===== src/rtl/i2c_auto_master.sv =====
module i2c_auto_master #(
  parameter int CNT_W    = 16,
  parameter int TOUT_CYC = 300
) (
  input  logic        clk,
  input  logic        rst_n,
  input  logic        srst,
  input  logic        cfg_we,
  input  logic [31:0] cfg_word,
  input  logic [31:0] addr_word,
  input  logic        tmo_dis,
  input  logic        tick,
  input  logic [7:0]  tx_data,
  input  logic        tx_empty,
  output logic        tx_pop,
  output logic [7:0]  rx_data,
  input  logic        rx_full,
  output logic        rx_push,
  input  logic        sda_i,
  output logic        scl_lo,
  output logic        sda_lo,
  output logic        busy,
  output logic        run_pend,
  output logic        bus_held,
  output logic        ev_ok,
  output logic        ev_nodev,
  output logic        ev_nack,
  output logic        ev_arb,
  output logic        ev_tout
);
  localparam int TW = $clog2(TOUT_CYC + 1);
  localparam logic [1:0] RES_OK = 2'd0, RES_NODEV = 2'd1, RES_NACK = 2'd2, RES_TOUT = 2'd3;

  typedef enum logic [2:0] {S_IDLE, S_START, S_BIT, S_LOAD, S_PUSH, S_STOP} st_t;

  st_t              st;
  logic [1:0]       ph;
  logic [3:0]       bitn;
  logic [7:0]       sh;
  logic             is_addr, rd, stp, own, nak, c_rd, c_stp;
  logic [CNT_W-1:0] remain, c_len;
  logic [6:0]       tgt;
  logic [1:0]       res;
  logic [TW-1:0]    tmo_cnt;

  wire stall    = (st == S_LOAD && tx_empty) || (st == S_PUSH && rx_full);
  wire tmo_hit  = stall && !tmo_dis && (tmo_cnt == TW'(TOUT_CYC - 1));
  wire cfg_take = cfg_we && !busy && !run_pend;
  wire data_bit = (bitn < 4'd8);
  wire mdrv     = data_bit ? (is_addr || !rd) : (!is_addr && rd);
  wire last     = (remain == CNT_W'(1));
  wire mlow     = data_bit ? !sh[7] : !last;

  assign tx_pop  = (st == S_LOAD) && !tx_empty;
  assign rx_push = (st == S_PUSH) && !rx_full;
  assign rx_data = sh;

  always_ff @(posedge clk) begin
    if (!rst_n || srst) begin
      st <= S_IDLE; ph <= '0; bitn <= '0; sh <= '0;
      is_addr <= 1'b0; rd <= 1'b0; stp <= 1'b0; own <= 1'b0; nak <= 1'b0;
      c_rd <= 1'b0; c_stp <= 1'b0; remain <= '0; c_len <= '0; tgt <= '0;
      res <= RES_OK; tmo_cnt <= '0; run_pend <= 1'b0; busy <= 1'b0;
      bus_held <= 1'b0; scl_lo <= 1'b0; sda_lo <= 1'b0;
      {ev_ok, ev_nodev, ev_nack, ev_arb, ev_tout} <= '0;
    end else begin
      {ev_ok, ev_nodev, ev_nack, ev_arb, ev_tout} <= '0;
      if (!stall) tmo_cnt <= '0;
      else if (!tmo_dis) tmo_cnt <= tmo_cnt + 1'b1;

      if (cfg_take) begin
        run_pend <= cfg_word[31] && (cfg_word[CNT_W-1:0] != '0);
        c_len    <= cfg_word[CNT_W-1:0];
        c_rd     <= cfg_word[16];
        c_stp    <= cfg_word[17];
      end

      case (st)
        S_IDLE: if (run_pend) begin
          run_pend <= 1'b0;
          busy     <= 1'b1;
          tgt      <= addr_word[16:10];
          rd       <= c_rd;
          stp      <= c_stp;
          remain   <= c_len;
          res      <= RES_OK;
          ph       <= '0;
          st       <= S_START;
        end

        S_START: if (tick) begin
          ph <= ph + 1'b1;
          case (ph)
            2'd0: sda_lo <= 1'b0;
            2'd1: scl_lo <= 1'b0;
            2'd2: sda_lo <= 1'b1;
            default: begin
              scl_lo   <= 1'b1;
              bus_held <= 1'b0;
              sh       <= {tgt, rd};
              is_addr  <= 1'b1;
              bitn     <= '0;
              st       <= S_BIT;
            end
          endcase
        end

        S_BIT: if (tick) begin
          ph <= ph + 1'b1;
          case (ph)
            2'd0: begin
              own    <= mdrv;
              sda_lo <= mdrv && mlow;
            end
            2'd1: scl_lo <= 1'b0;
            2'd2: begin
              if (own && !sda_lo && !sda_i) begin
                scl_lo <= 1'b0;
                sda_lo <= 1'b0;
                busy   <= 1'b0;
                ev_arb <= 1'b1;
                ph     <= '0;
                st     <= S_IDLE;
              end else if (data_bit) begin
                sh <= {sh[6:0], sda_i};
              end else begin
                nak <= sda_i;
              end
            end
            default: begin
              scl_lo <= 1'b1;
              if (bitn == 4'd7) begin
                bitn <= 4'd8;
                if (!is_addr && rd) st <= S_PUSH;
              end else if (data_bit) begin
                bitn <= bitn + 1'b1;
              end else if (is_addr) begin
                if (nak) begin
                  res <= RES_NODEV;
                  st  <= S_STOP;
                end else begin
                  is_addr <= 1'b0;
                  bitn    <= '0;
                  if (!rd) st <= S_LOAD;
                end
              end else if (!rd && nak) begin
                res <= RES_NACK;
                st  <= S_STOP;
              end else begin
                remain <= remain - 1'b1;
                bitn   <= '0;
                if (last) begin
                  if (stp) st <= S_STOP;
                  else begin
                    sda_lo   <= 1'b0;
                    bus_held <= 1'b1;
                    busy     <= 1'b0;
                    ev_ok    <= 1'b1;
                    st       <= S_IDLE;
                  end
                end else if (!rd) begin
                  st <= S_LOAD;
                end
              end
            end
          endcase
        end

        S_LOAD: begin
          if (!tx_empty) begin
            sh   <= tx_data;
            bitn <= '0;
            ph   <= '0;
            st   <= S_BIT;
          end else if (tmo_hit) begin
            res <= RES_TOUT;
            ph  <= '0;
            st  <= S_STOP;
          end
        end

        S_PUSH: begin
          if (!rx_full) begin
            ph <= '0;
            st <= S_BIT;
          end else if (tmo_hit) begin
            res <= RES_TOUT;
            ph  <= '0;
            st  <= S_STOP;
          end
        end

        S_STOP: if (tick) begin
          ph <= ph + 1'b1;
          case (ph)
            2'd0: begin scl_lo <= 1'b1; sda_lo <= 1'b1; end
            2'd1: scl_lo <= 1'b0;
            2'd2: sda_lo <= 1'b0;
            default: begin
              busy     <= 1'b0;
              ev_ok    <= (res == RES_OK);
              ev_nodev <= (res == RES_NODEV);
              ev_nack  <= (res == RES_NACK);
              ev_tout  <= (res == RES_TOUT);
              st       <= S_IDLE;
            end
          endcase
        end

        default: st <= S_IDLE;
      endcase
    end
  end

  wire any_ev = ev_ok | ev_nodev | ev_nack | ev_arb | ev_tout;

  assert_one_event_R13: assert property (@(posedge clk) disable iff (!rst_n)
    $onehot0({ev_ok, ev_nodev, ev_nack, ev_arb, ev_tout}));
  assert_busy_end_R13: assert property (@(posedge clk) disable iff (!rst_n)
    ($fell(busy) && !$past(srst)) |-> any_ev);
  assert_event_idle_R6: assert property (@(posedge clk) disable iff (!rst_n)
    any_ev |-> !busy);
  assert_run_clears_R2: assert property (@(posedge clk) disable iff (!rst_n)
    busy |-> !run_pend);
  assert_clock_held_R11: assert property (@(posedge clk) disable iff (!rst_n)
    stall |-> scl_lo);
  assert_pop_on_write_R4: assert property (@(posedge clk) disable iff (!rst_n)
    tx_pop |-> (busy && !rd));
  assert_push_on_read_R5: assert property (@(posedge clk) disable iff (!rst_n)
    rx_push |-> (busy && rd));
  assert_stop_released_R6: assert property (@(posedge clk) disable iff (!rst_n)
    (ev_ok && !bus_held) |-> (!scl_lo && !sda_lo));
  assert_hold_scl_R7: assert property (@(posedge clk) disable iff (!rst_n)
    (ev_ok && bus_held) |-> (scl_lo && !sda_lo));
  assert_nodev_stop_R8: assert property (@(posedge clk) disable iff (!rst_n)
    ev_nodev |-> (!scl_lo && !sda_lo && !bus_held));
  assert_nack_stop_R9: assert property (@(posedge clk) disable iff (!rst_n)
    ev_nack |-> (!scl_lo && !sda_lo && !bus_held));
  assert_arb_release_R10: assert property (@(posedge clk) disable iff (!rst_n)
    ev_arb |-> (!scl_lo && !sda_lo && !bus_held));
  assert_srst_idle_R12: assert property (@(posedge clk) disable iff (!rst_n)
    $past(srst) |-> (!busy && !run_pend && !scl_lo && !sda_lo));
endmodule


===== config.mk =====
export PLATFORM = sky130hd
export DESIGN_NAME = i2c_auto_master
export DESIGN_NICKNAME = d
export VERILOG_FILES = /design/src/rtl/i2c_auto_master.sv
export SDC_FILE = /design/constraint.sdc
export NUM_CORES = 1
export LEC_CHECK = 0
export BUFFER_PORTS_ARGS = -buffer_cell sky130_fd_sc_hd__buf_2
export CAP_MARGIN = 5
export CORE_MARGIN = 4
export CORE_UTILIZATION = 55
export DETAILED_ROUTE_END_ITERATION = 10
export PLACE_DENSITY = 0.81
export SYNTH_ARGS = -nofsm -noshare
export SYNTH_HDL_FRONTEND = slang
export SYNTH_SLANG_ARGS = --single-unit

===== constraint.sdc =====
create_clock -name clk -period 2.3 [get_ports clk]
set_clock_uncertainty 0.05 [all_clocks]
set_input_delay 0.69 -clock clk [delete_from_list [all_inputs] [get_ports clk]]
set_output_delay 0.69 -clock clk [all_outputs]
set_load 0.01 [all_outputs]

==> results.txt, run 1 <==
Worst Max-Slew Pin Slew - 0.638 ns
fraction of power consumed by the clock network - 36.9%
core outline area - 8180 sq um
CTS Root Cell - sky130_fd_sc_hd__clkbuf_8
Worst Hold Depth - 2
clk sink count - 84
worst-path cell with the longest stage delay - sky130_fd_sc_hd__dfxtp_4
Final Hold Violating Endpoints - 0
via count of the first global-routing pass - 4306
fraction of synthesized area in multiplexers - 4.17%
fraction of synthesized cell area taken by the top area cell type - 36.6%
initial antenna violation count - 0
detailed-placement wirelength estimate - 8900 um
adder and majority gate portion of the synthesized area - 2.18%
Vert. Die Dim - 99.4 um
number of synthesized flops with an enable pin - 0
synthesized flop and latch total - 84
share of cells above drive strength 1 - 20.9%
Tmin final - 2.23 ns
net count after synthesis - 678
overall power of the completed layout - 2.77 mW
crit-path cells - or3b_4 > nor2_2 > buf_2
commonest non-fill, non-tap cell in the layout - sky130_fd_sc_hd__nand2_1
clock buffers created by TritonCTS - 9
area grow syn2layout - 17.3%
largest family of logic cells by synthesized area - simple AND/OR/NAND/NOR gates
maximum clock rate - 449 MHz
xor and xnor fraction of the mapped netlist area - 1.72%
Total GRT Usage - 24.9%
simple-gate share of the synthesized area - 27.4%
count of antenna-violating nets left after detailed routing - 0
worst voltage drop across the vdd grid - 0.483 mV
register-to-register path setup slack - 0.10 ns
number of max-slew violations in the final report - 0
Startpoint Class - flip-flop
switching part of the total power - 27.5%
number of nets in the finished design - 750
P_sw - 0.762 mW
complex-gate fraction of the synthesized area - 23.3%
sequential element share of the synthesized area - 36.6%
number of diodes added for antenna fixing - 0
dominant synthesized flop cell - sky130_fd_sc_hd__dfxtp_1
number of warnings printed during yosys synthesis - 0
number of standard cells after synthesis - 589
source of the worst hold timing path - tgt[0]
relative contribution of sequential cells to total power - 53.6%
placer congestion estimate - 0.983
reg-to-reg startpoint - ph[0]
Crit path arrival time - 1.49 ns
class of the tightest hold or removal check - flip-flop to flip-flop
Worst Hold Path EP - tgt[0]
worst slew slack as a fraction of its limit - 57.3%
first-pass iteration count of the detailed router - 5
commonest cells after routing, fill and taps aside - sky130_fd_sc_hd__nand2_1 (110), sky130_fd_sc_hd__dfxtp_1 (81), sky130_fd_sc_hd__buf_2 (62), sky130_fd_sc_hd__a21oi_1 (59), sky130_fd_sc_hd__nor2_1 (45)
Clk Latency, worst-skew pair - 0.37 ns
Post-Synthesis Cell Area - 4590 sq um
startpoint-to-endpoint class of the critical path - flip-flop to output port
outcome - finished, final reports clean
family with the most delay on the worst path - simple AND/OR/NAND/NOR gates
Starting DRT DRC Count - 414
Lkg Pwr - 2.09 nW
horizontal die dimension - 99.4 um
Critical path buffers and inverters - 1
combinational cell fraction of total power - 9.5%
number of buffers inserted for hold repair after clock tree synthesis - 0
total routed wirelength - 12300 um
maximum net fanout on the critical path - 13
endpoint class of the critical path - output port
clock edge transition at the registers on the reported setup and hold paths - 0.09 ns
share of flip-flops with an asynchronous set or reset - 0%
first-pass GRT wire length - 20300 um
final number of setup-violating endpoints - 0
Via-to-Cell Ratio - 6.08
area enclosed by the die boundary - 9870 sq um
top cells by area, synth - sky130_fd_sc_hd__dfxtp_1 (37%), sky130_fd_sc_hd__nand2_1 (9.0%), sky130_fd_sc_hd__a21oi_1 (6.4%), sky130_fd_sc_hd__mux2i_1 (3.9%), sky130_fd_sc_hd__nor2_1 (3.8%)
depth of the worst register-to-register path - 7
effective utilization at floorplan - 56.2%
grt ovf - 0
number of top-level pins - 101
library cells used by synthesis - 69
maximum clock insertion buffer count - 2
Cell Int Power - 2.01 mW
level count of the clock H-tree - 3
largest net degree at the start of global routing - 38
max-cap viol count - 0
post-route fraction of the period consumed by the critical path - 96.9%
TritonCTS clock tree - yes
pre-CTS setup slack - -0.0280 ns
average routed wire per standard cell - 15.9 um
highest cell delay on the worst timing path - 0.44 ns
IO Port Bufs - 62
mean post-synth cell area - 7.80 sq um
DR DRC count - 0
Crit Reg-Reg Endpoint - bitn[3]
Pwr per Cell Area - 514 nW/um^2
biggest area consumer among synthesized cells - sky130_fd_sc_hd__dfxtp_1
Final Worst Setup Slack - 0.0715 ns
routed vias - 4685
critical path data required time - 1.56 ns
number of placement rows - 33
[through the flow]
| stage | instance area [sq um] | cells | setup TNS (ns) | hold WS [ns] | util, % |
|---|---|---|---|---|---|
| after floorplan | 4590 | 589 | 0 | 0.376 | - |
| after global placement | 5150 | 753 | 0 | 0.394 | 63.0 |
| after detailed placement | 5150 | 753 | -0.0280 | 0.397 | 63.0 |
| after CTS | 5350 | 768 | 0 | 0.411 | 65.4 |
| after global routing | 5390 | 771 | -0.00341 | 0.436 | 65.9 |
| final | 5390 | 771 | 0 | 0.410 | 65.9 |
[worst register-to-register path: cells and delay by family, from the launching register on]
kind                       cells  cell delay [ns]
and+or+nand+nor                2             0.70
AOI/OAI and AO/OA              3             0.60
DFF                            1             0.41
adders and majority gates      1             0.25
buffers and inverters          1             0.13
[power by group through the flow]
| stage | registers [mW] | logic (mW) | clock network, mW |
|---|---|---|---|
| floorplan | 1.51 | 0.158 | 0 |
| CTS | 1.48 | 0.257 | 1.03 |
| global route | 1.49 | 0.290 | 1.09 |
| finish | 1.48 | 0.264 | 1.02 |
| detailed placement | 1.52 | 0.257 | 0 |
| global placement | 1.52 | 0.249 | 0 |
[synth_stat cells (3+ instances only)]
library cell and n:
sky130_fd_sc_hd__or3_1 3, sky130_fd_sc_hd__nand4_1 6, sky130_fd_sc_hd__o211ai_1 6, sky130_fd_sc_hd__a21oi_1 59
sky130_fd_sc_hd__nor4_1 7, sky130_fd_sc_hd__dfxtp_1 84, sky130_fd_sc_hd__and3b_1 3, sky130_fd_sc_hd__nand3_1 12
sky130_fd_sc_hd__nand2_1 110, sky130_fd_sc_hd__or3b_1 4, sky130_fd_sc_hd__o21ai_0 27, sky130_fd_sc_hd__a21o_1 3
sky130_fd_sc_hd__xor2_1 4, sky130_fd_sc_hd__and3_1 4, sky130_fd_sc_hd__nand2b_1 9, sky130_fd_sc_hd__nor2b_1 8
sky130_fd_sc_hd__nor2_1 46, sky130_fd_sc_hd__clkbuf_1 20, sky130_fd_sc_hd__a211oi_1 4, sky130_fd_sc_hd__ha_1 8
sky130_fd_sc_hd__nor3_1 15, sky130_fd_sc_hd__xnor2_1 5, sky130_fd_sc_hd__mux2i_1 18, sky130_fd_sc_hd__o31ai_1 9
sky130_fd_sc_hd__or2_2 4, sky130_fd_sc_hd__nor4b_1 3, sky130_fd_sc_hd__nor3b_1 5, sky130_fd_sc_hd__inv_1 15
sky130_fd_sc_hd__a31oi_1 5, sky130_fd_sc_hd__o32ai_1 3, sky130_fd_sc_hd__and2_1 4, sky130_fd_sc_hd__o2111ai_1 4
sky130_fd_sc_hd__buf_2 14, sky130_fd_sc_hd__o21ai_1 8, sky130_fd_sc_hd__a32o_1 4
[how the worst max path moves through the flow]
stage                     startpoint    endpoint  cells after the start
after floorplan                 tick     bitn[3]                      6
after global placement          tick  remain[10]                      7
after detailed placement        tick     bitn[3]                      7
after CTS                      st[2]     rx_push                      3
after global routing           ph[0]        busy                      7
final                          st[2]     rx_push                      3
[final cells by class]
type	count	area [sq um]
Clock buffer	10	138
Fill cell	683	2790
Multi-Input combinational cell	454	2720
Inverter	15	56.3
Timing Repair Buffer	97	606
Clock inverter	6	46.3
Tap cell	105	131
Sequential cell	84	1690
[layer usage]
| layer | vias up | part of all wire [%] | GRT usage, % |
|---|---|---|---|
| met2 | 213 | 46 | 38.8 |
| met4 | 0 | 2.7 | 9.45 |
| met3 | 42 | 7.4 | 6.10 |
| li1 | 2257 | - | - |
| met1 | 2173 | 44 | 33.4 |
| met5 | - | 0 | 0 |
[cells by family after synthesis]
| logic type | count (synthesis) |
|---|---|
| compound gates | 161 |
| xor+xnor | 9 |
| fa+ha+maj | 8 |
| buf+inv | 51 |
| flops | 84 |
| mux | 19 |
| simple gates | 257 |
[state kept, by name, summed over array words and instances (netlist names), 2 cells and up]
name	cells
c_len	16
remain	16
tmo_cnt	9
rx_data	8
tgt	7
bitn	4
st	3
ph	2
res	2
[repair_timing]
action	in CTS	in global routing
endpoints found under the setup margin	2	7
buffers inserted	0	3
gates resized for setup	7	7
Note: power is estimated with default switching activity, not from simulation.
==> inputs of run 2 (changes only) <==
Settings changed: CORE_UTILIZATION 55 to 35, PLACE_DENSITY 0.81 to 0.56.
==> run 2 against run 1 <==
Compared with the run above:
- non-clock buffer count up 10
- largest power group unchanged
- wire length grew 3.1%
- critical path depth did not move
- register-to-register slack improved by 0.03 ns
- clock power grew 41%
- largest cell class unchanged
- maximum frequency shrank 0.51%
- final cell count increased by 10%
- core utilization fell by 22 points
==> results.txt, run 2 (same netlist as run 1, synthesis figures left out) <==
pre-CTS setup slack - -0.0789 ns (-0.0509 ns)
Worst Max-Slew Pin Slew - 0.486 ns (-0.152 ns)
clk sink count - 84 (unchanged)
overall power of the completed layout - 3.20 mW (+15%)
first-pass iteration count of the detailed router - 5 (unchanged)
global routing's busiest layer - met2
number of placement rows - 41 (+24%)
effective utilization at floorplan - 36.1% (-20 points)
total area of multi-input combinational cells - 2710 sq um (-0.37%)
level count of the clock H-tree - 3 (unchanged)
count of antenna-violating nets left after detailed routing - 0 (unchanged)
class of the tightest hold or removal check - flip-flop to flip-flop
grt ovf - 0 (unchanged)
met1 layer usage reported by global route - 23.9% (-9.5 points)
maximum clock insertion buffer count - 2 (unchanged)
final number of setup-violating endpoints - 0 (unchanged)
total routed wirelength - 12700 um (+3.1%)
Startpoint Class - flip-flop
largest net degree at the start of global routing - 44 (+16%)
number of max-slew violations in the final report - 0 (unchanged)
worst slew slack as a fraction of its limit - 67.3% (+9.9 points)
area grow syn2layout - 22.5%
outcome - finished, final reports clean
RSZ-0062 raised after global routing - no
placer congestion estimate - 0.887 (-9.8%)
Crit path arrival time - 1.50 ns (about the same)
final core utilization - 44.2% (-22 points)
number of nets in the finished design - 760 (+1.3%)
Final Hold Violating Endpoints - 0 (unchanged)
core outline area - 12700 sq um (+56%)
first-pass GRT wire length - 20900 um (+3.3%)
Final Worst Setup Slack - 0.0601 ns (-0.0114 ns)
Lkg Pwr - 2.19 nW (+4.6%)
Total GRT Usage - 17.4% (-7.4 points)
endpoint class of the critical path - output port
routed vias - 4537 (-3.2%)
share of cells above drive strength 1 - 21.4% (+0.58 points)
Via-to-Cell Ratio - 5.35 (-12%)
area enclosed by the die boundary - 15000 sq um (+52%)
Sequential Area - 1690 sq um (-0.15%)
via count of the first global-routing pass - 4327 (+0.49%)
DR DRC count - 0 (unchanged)
number of diodes added for antenna fixing - 0 (unchanged)
Pwr per Cell Area - 568 nW/um^2 (+11%)
met3 Use GR - 3.55% (-2.6 points)
maximum net fanout on the critical path - 17 (+4)
detailed-placement wirelength estimate - 9430 um (+6.0%)
horizontal die dimension - 123 um (+23%)
initial antenna violation count - 0 (unchanged)
average routed wire per standard cell - 14.9 um (-6.2%)
TritonCTS clock tree - yes
Clk Latency, worst-skew pair - 0.34 ns (-0.03 ns)
IO Port Bufs - 62 (unchanged)
Starting DRT DRC Count - 309 (-25%)
CTS Root Cell - sky130_fd_sc_hd__clkbuf_16
number of fill cells in the layout - 1325 (+94%)
startpoint-to-endpoint class of the critical path - flip-flop to output port
clock edge transition at the registers on the reported setup and hold paths - 0.06 ns (-0.03 ns)
max-cap viol count - 0 (unchanged)
clock buffers created by TritonCTS - 9 (unchanged)
met2 Resource Use GR - 26.3% (-12 points)
post-route fraction of the period consumed by the critical path - 97.4% (+0.50 points)
worst voltage drop across the vdd grid - 0.370 mV (-23%)
commonest non-fill, non-tap cell in the layout - sky130_fd_sc_hd__nand2_1
number of top-level pins - 101 (unchanged)
worst-case hold slack - 0.405 ns (-0.00486 ns)
Tmin final - 2.24 ns (+0.0114 ns)
maximum clock rate - 446 MHz (-0.51%)
critical path data required time - 1.56 ns (about the same)
commonest cells after routing, fill and taps aside - sky130_fd_sc_hd__nand2_1 (110), sky130_fd_sc_hd__dfxtp_1 (81), sky130_fd_sc_hd__buf_2 (62), sky130_fd_sc_hd__a21oi_1 (59), sky130_fd_sc_hd__nor2_1 (45)
Vert. Die Dim - 123 um (+23%)
largest registers - c_len: 16 flops, remain: 16 flops, tmo_cnt: 9 flops
number of buffers inserted for hold repair after clock tree synthesis - 0 (unchanged)
[run 2: cell types whose count changed in the layout (fill, tap and decap cells not counted), sizes merged]
cell / change
clkinvlp: -2
buf: +10
inv: -3
clkbuf: +2
bufinv: +1
clkinv: +2
[run 2: worst paths after layout]
kind | startpoint | endpoint | slack, ns | depth (start not counted)
max | st[0] | rx_push | 0.06 | 3
min | c_len[3] | c_len[3] | 0.40 | 2
max reg2reg | ph[0] | res[1] | 0.13 | 7
min reg2reg | c_len[3] | c_len[3] | 0.40 | 2
[run 2: power by group]
part / switching, mW / total, mW / internal [mW]
clock: 0.568 / 1.44 / 0.870
combinational: 0.156 / 0.269 / 0.114
sequential: 0.0177 / 1.49 / 1.47
total: 0.741 / 3.20 / 2.45
[run 2: metrics by stage]
stage | TNS [ns] | instance area [sq um] | std cells
floorplan | 0 | 4590 | 589
global placement | -0.0919 | 5310 | 832
detailed placement | -0.133 | 5310 | 832
CTS | 0 | 5620 | 848
global route | 0 | 5630 | 848
finish | 0 | 5630 | 848
[run 2: timing repair]
| item | CTS | global route |
|---|---|---|
| setup buffers | 0 | 0 |
| setup endpoints to repair | 2 | 5 |
| gates resized for setup | 4 | 4 |
[run 2: layer usage]
| metal | up-vias | wire (um) |
|---|---|---|
| li1 | 2269 | - |
| met1 | 2128 | 6170 |
| met2 | 114 | 5600 |
| met3 | 26 | 557 |
| met4 | 0 | 324 |
| met5 | - | 0 |
[run 2: layout make-up]
| type | count | share of cell area (%) |
|---|---|---|
| multi-input cells | 454 | 48.2 |
| repair buffers | 107 | 11.7 |
| clock buffers | 12 | 4.38 |
| flip-flops and latches | 84 | 30.0 |
| well taps | 172 | 3.83 |
| clock inverters | 4 | 0.867 |
| inverters | 15 | 1.00 |
[run 2: critical path: stages, from the launching register on]
cell	delay [ns]
sky130_fd_sc_hd__dfxtp_2	0.41
sky130_fd_sc_hd__or3b_1	0.46
sky130_fd_sc_hd__nor2_2	0.14
sky130_fd_sc_hd__buf_2	0.15
==> inputs of run 3 (changes only) <==
Settings changed: GPL_TIMING_DRIVEN set to 0.
==> run 3 against run 2 <==
Compared with the run above:
- non-clock buffer count down 6
- combinational power grew 4%
- highest routed layer unchanged
- sequential cell count unchanged
- first-iteration DRC count grew 22%
- worst hold slack improved by 0.0012 ns
- clock power rose by 12%
- critical endpoint unchanged
- sequential share of layout area rose by 0.098 points
- cell area down 0.18%
- critical path depth grew 1
- setup slack worse by 0.011 ns
==> results.txt, run 3 (same netlist as run 1, synthesis figures left out) <==
commonest cells after routing, fill and taps aside - sky130_fd_sc_hd__nand2_1 (108), sky130_fd_sc_hd__dfxtp_1 (81), sky130_fd_sc_hd__buf_2 (70), sky130_fd_sc_hd__a21oi_1 (59), sky130_fd_sc_hd__nor2_1 (43)
Vert. Die Dim - 123 um (unchanged)
highest cell delay on the worst timing path - 0.44 ns (-0.02 ns)
Crit path arrival time - 1.51 ns (about the same)
crit-path cells - buf_4 > or3b_4 > nor2_4 > buf_6
number of fill cells in the layout - 1345 (+1.5%)
area enclosed by the die boundary - 15000 sq um (unchanged)
Final Worst Setup Slack - 0.0492 ns (-0.0108 ns)
Pwr per Cell Area - 600 nW/um^2 (+5.6%)
largest net degree at the start of global routing - 20 (-55%)
count of antenna-violating nets left after detailed routing - 0 (unchanged)
clk sink count - 84 (unchanged)
routed vias - 4693 (+3.4%)
Startpoint Class - flip-flop
area grow syn2layout - 22.3%
DR DRC count - 0 (unchanged)
level count of the clock H-tree - 3 (unchanged)
total routed wirelength - 14200 um (+12%)
final number of setup-violating endpoints - 0 (unchanged)
Total GRT Usage - 19.2% (+1.8 points)
largest registers - c_len: 16 flops, remain: 16 flops, tmo_cnt: 9 flops
horizontal die dimension - 123 um (unchanged)
first-pass iteration count of the detailed router - 5 (unchanged)
Tmin final - 2.25 ns (+0.0108 ns)
effective utilization at floorplan - 36.1% (unchanged)
max-cap viol count - 0 (unchanged)
maximum clock rate - 444 MHz (-0.48%)
number of nets in the finished design - 754 (-0.79%)
startpoint-to-endpoint class of the critical path - flip-flop to output port
Critical path buffers and inverters - 2 (+1)
maximum clock insertion buffer count - 2 (unchanged)
outcome - finished, final reports clean
maximum net fanout on the critical path - 10 (-7)
Worst Hold Depth - 2 (unchanged)
pre-CTS setup slack - -0.381 ns (-0.302 ns)
via count of the first global-routing pass - 4368 (+0.95%)
worst slew slack as a fraction of its limit - 55.6% (-12 points)
Worst path depth - 4 (+1)
commonest non-fill, non-tap cell in the layout - sky130_fd_sc_hd__nand2_1
Final Hold Violating Endpoints - 0 (unchanged)
post-route fraction of the period consumed by the critical path - 97.9% (+0.47 points)
class of the tightest hold or removal check - flip-flop to flip-flop
worst voltage drop across the vdd grid - 0.342 mV (-7.6%)
worst-path cell with the longest stage delay - sky130_fd_sc_hd__or3b_4
worst-case hold slack - 0.406 ns (+0.00122 ns)
family with the most delay on the worst path - simple AND/OR/NAND/NOR gates
clock buffers created by TritonCTS - 9 (unchanged)
placer congestion estimate - 0.927 (+4.5%)
Lkg Pwr - 2.12 nW (-3.4%)
RSZ-0062 raised after global routing - yes
number of max-slew violations in the final report - 0 (unchanged)
number of top-level pins - 101 (unchanged)
Via-to-Cell Ratio - 5.57 (+4.2%)
number of diodes added for antenna fixing - 0 (unchanged)
CTS Root Cell - sky130_fd_sc_hd__clkbuf_16
depth of the worst register-to-register path - 6 (-1)
core outline area - 12700 sq um (unchanged)
clock edge transition at the registers on the reported setup and hold paths - 0.07 ns (about the same)
average routed wire per standard cell - 16.9 um (+13%)
endpoint class of the critical path - output port
first-pass GRT wire length - 22600 um (+8.1%)
Clk Latency, worst-skew pair - 0.35 ns (about the same)
TritonCTS clock tree - yes
critical path data required time - 1.56 ns (about the same)
detailed-placement wirelength estimate - 10500 um (+12%)
Worst Max-Slew Pin Slew - 0.664 ns (+0.178 ns)
number of placement rows - 41 (unchanged)
Starting DRT DRC Count - 376 (+22%)
initial antenna violation count - 0 (unchanged)
IO Port Bufs - 62 (unchanged)
grt ovf - 0 (unchanged)
share of cells above drive strength 1 - 19.4% (-2.0 points)
[run 3: worst register-to-register path: cells and delay by family (launching register included)]
kind / cells / cell delay [ns]
adder cells (fa/ha/maj): 1 / 0.20
AND/OR/NAND/NOR: 3 / 0.86
flip-flops: 1 / 0.42
AO/OA/AOI/OAI: 2 / 0.62
[run 3: repair_timing]
action,CTS,global route
resized for setup,26,15
buffers inserted,3,2
hold buffers,0,0
endpoints found under the setup margin,27,27
pin swaps,1,1
[run 3: worst paths after layout]
kind,from,endpoint,slack (ns)
min reg2reg,c_rd,c_rd,0.41
max,st[0],rx_push,0.05
min,c_rd,c_rd,0.41
max reg2reg,ph[1],remain[13],0.10
[run 3: per-stage QoR]
step           area [sq um]     TNS, ns  power [mW]  util (%)  instances
2_1_floorplan          4590           0        1.67         -        589
3_3_place_gp           5120       -9.60        1.77      40.2        823
3_5_place_dp           5120      -10.11        1.78      40.2        823
4_1_cts                5560  -0.0000464        3.39      43.7        841
5_1_grt                5620     -0.0222        3.50      44.1        842
6_report               5620           0        3.37      44.1        842
[run 3: metal layers]
metal	GRT usage [%]	routed length, um	vias to the layer above	part of all wire (%)
li1	-	-	2267	-
met1	26.7	6570	2231	46
met2	29.5	6370	170	45
met3	3.18	919	25	6.5
met4	8.33	352	0	2.5
met5	0	0	-	0
[run 3: layout make-up]
class	instances	area, sq um	area share [%]
buffer	34	215	3.83
clock buffer	10	229	4.08
clock inverter	6	96.3	1.72
inverter	15	56.3	1.00
multi-input combinational	454	2760	49.1
sequential	84	1690	30.1
tap	172	215	3.83
timing repair buffer	67	354	6.31
[run 3: power breakdown]
| part | switching [mW] | total, mW | internal [mW] |
|---|---|---|---|
| combinational | 0.174 | 0.280 | 0.106 |
| clock | 0.641 | 1.61 | 0.966 |
| sequential | 0.0125 | 1.48 | 1.47 |
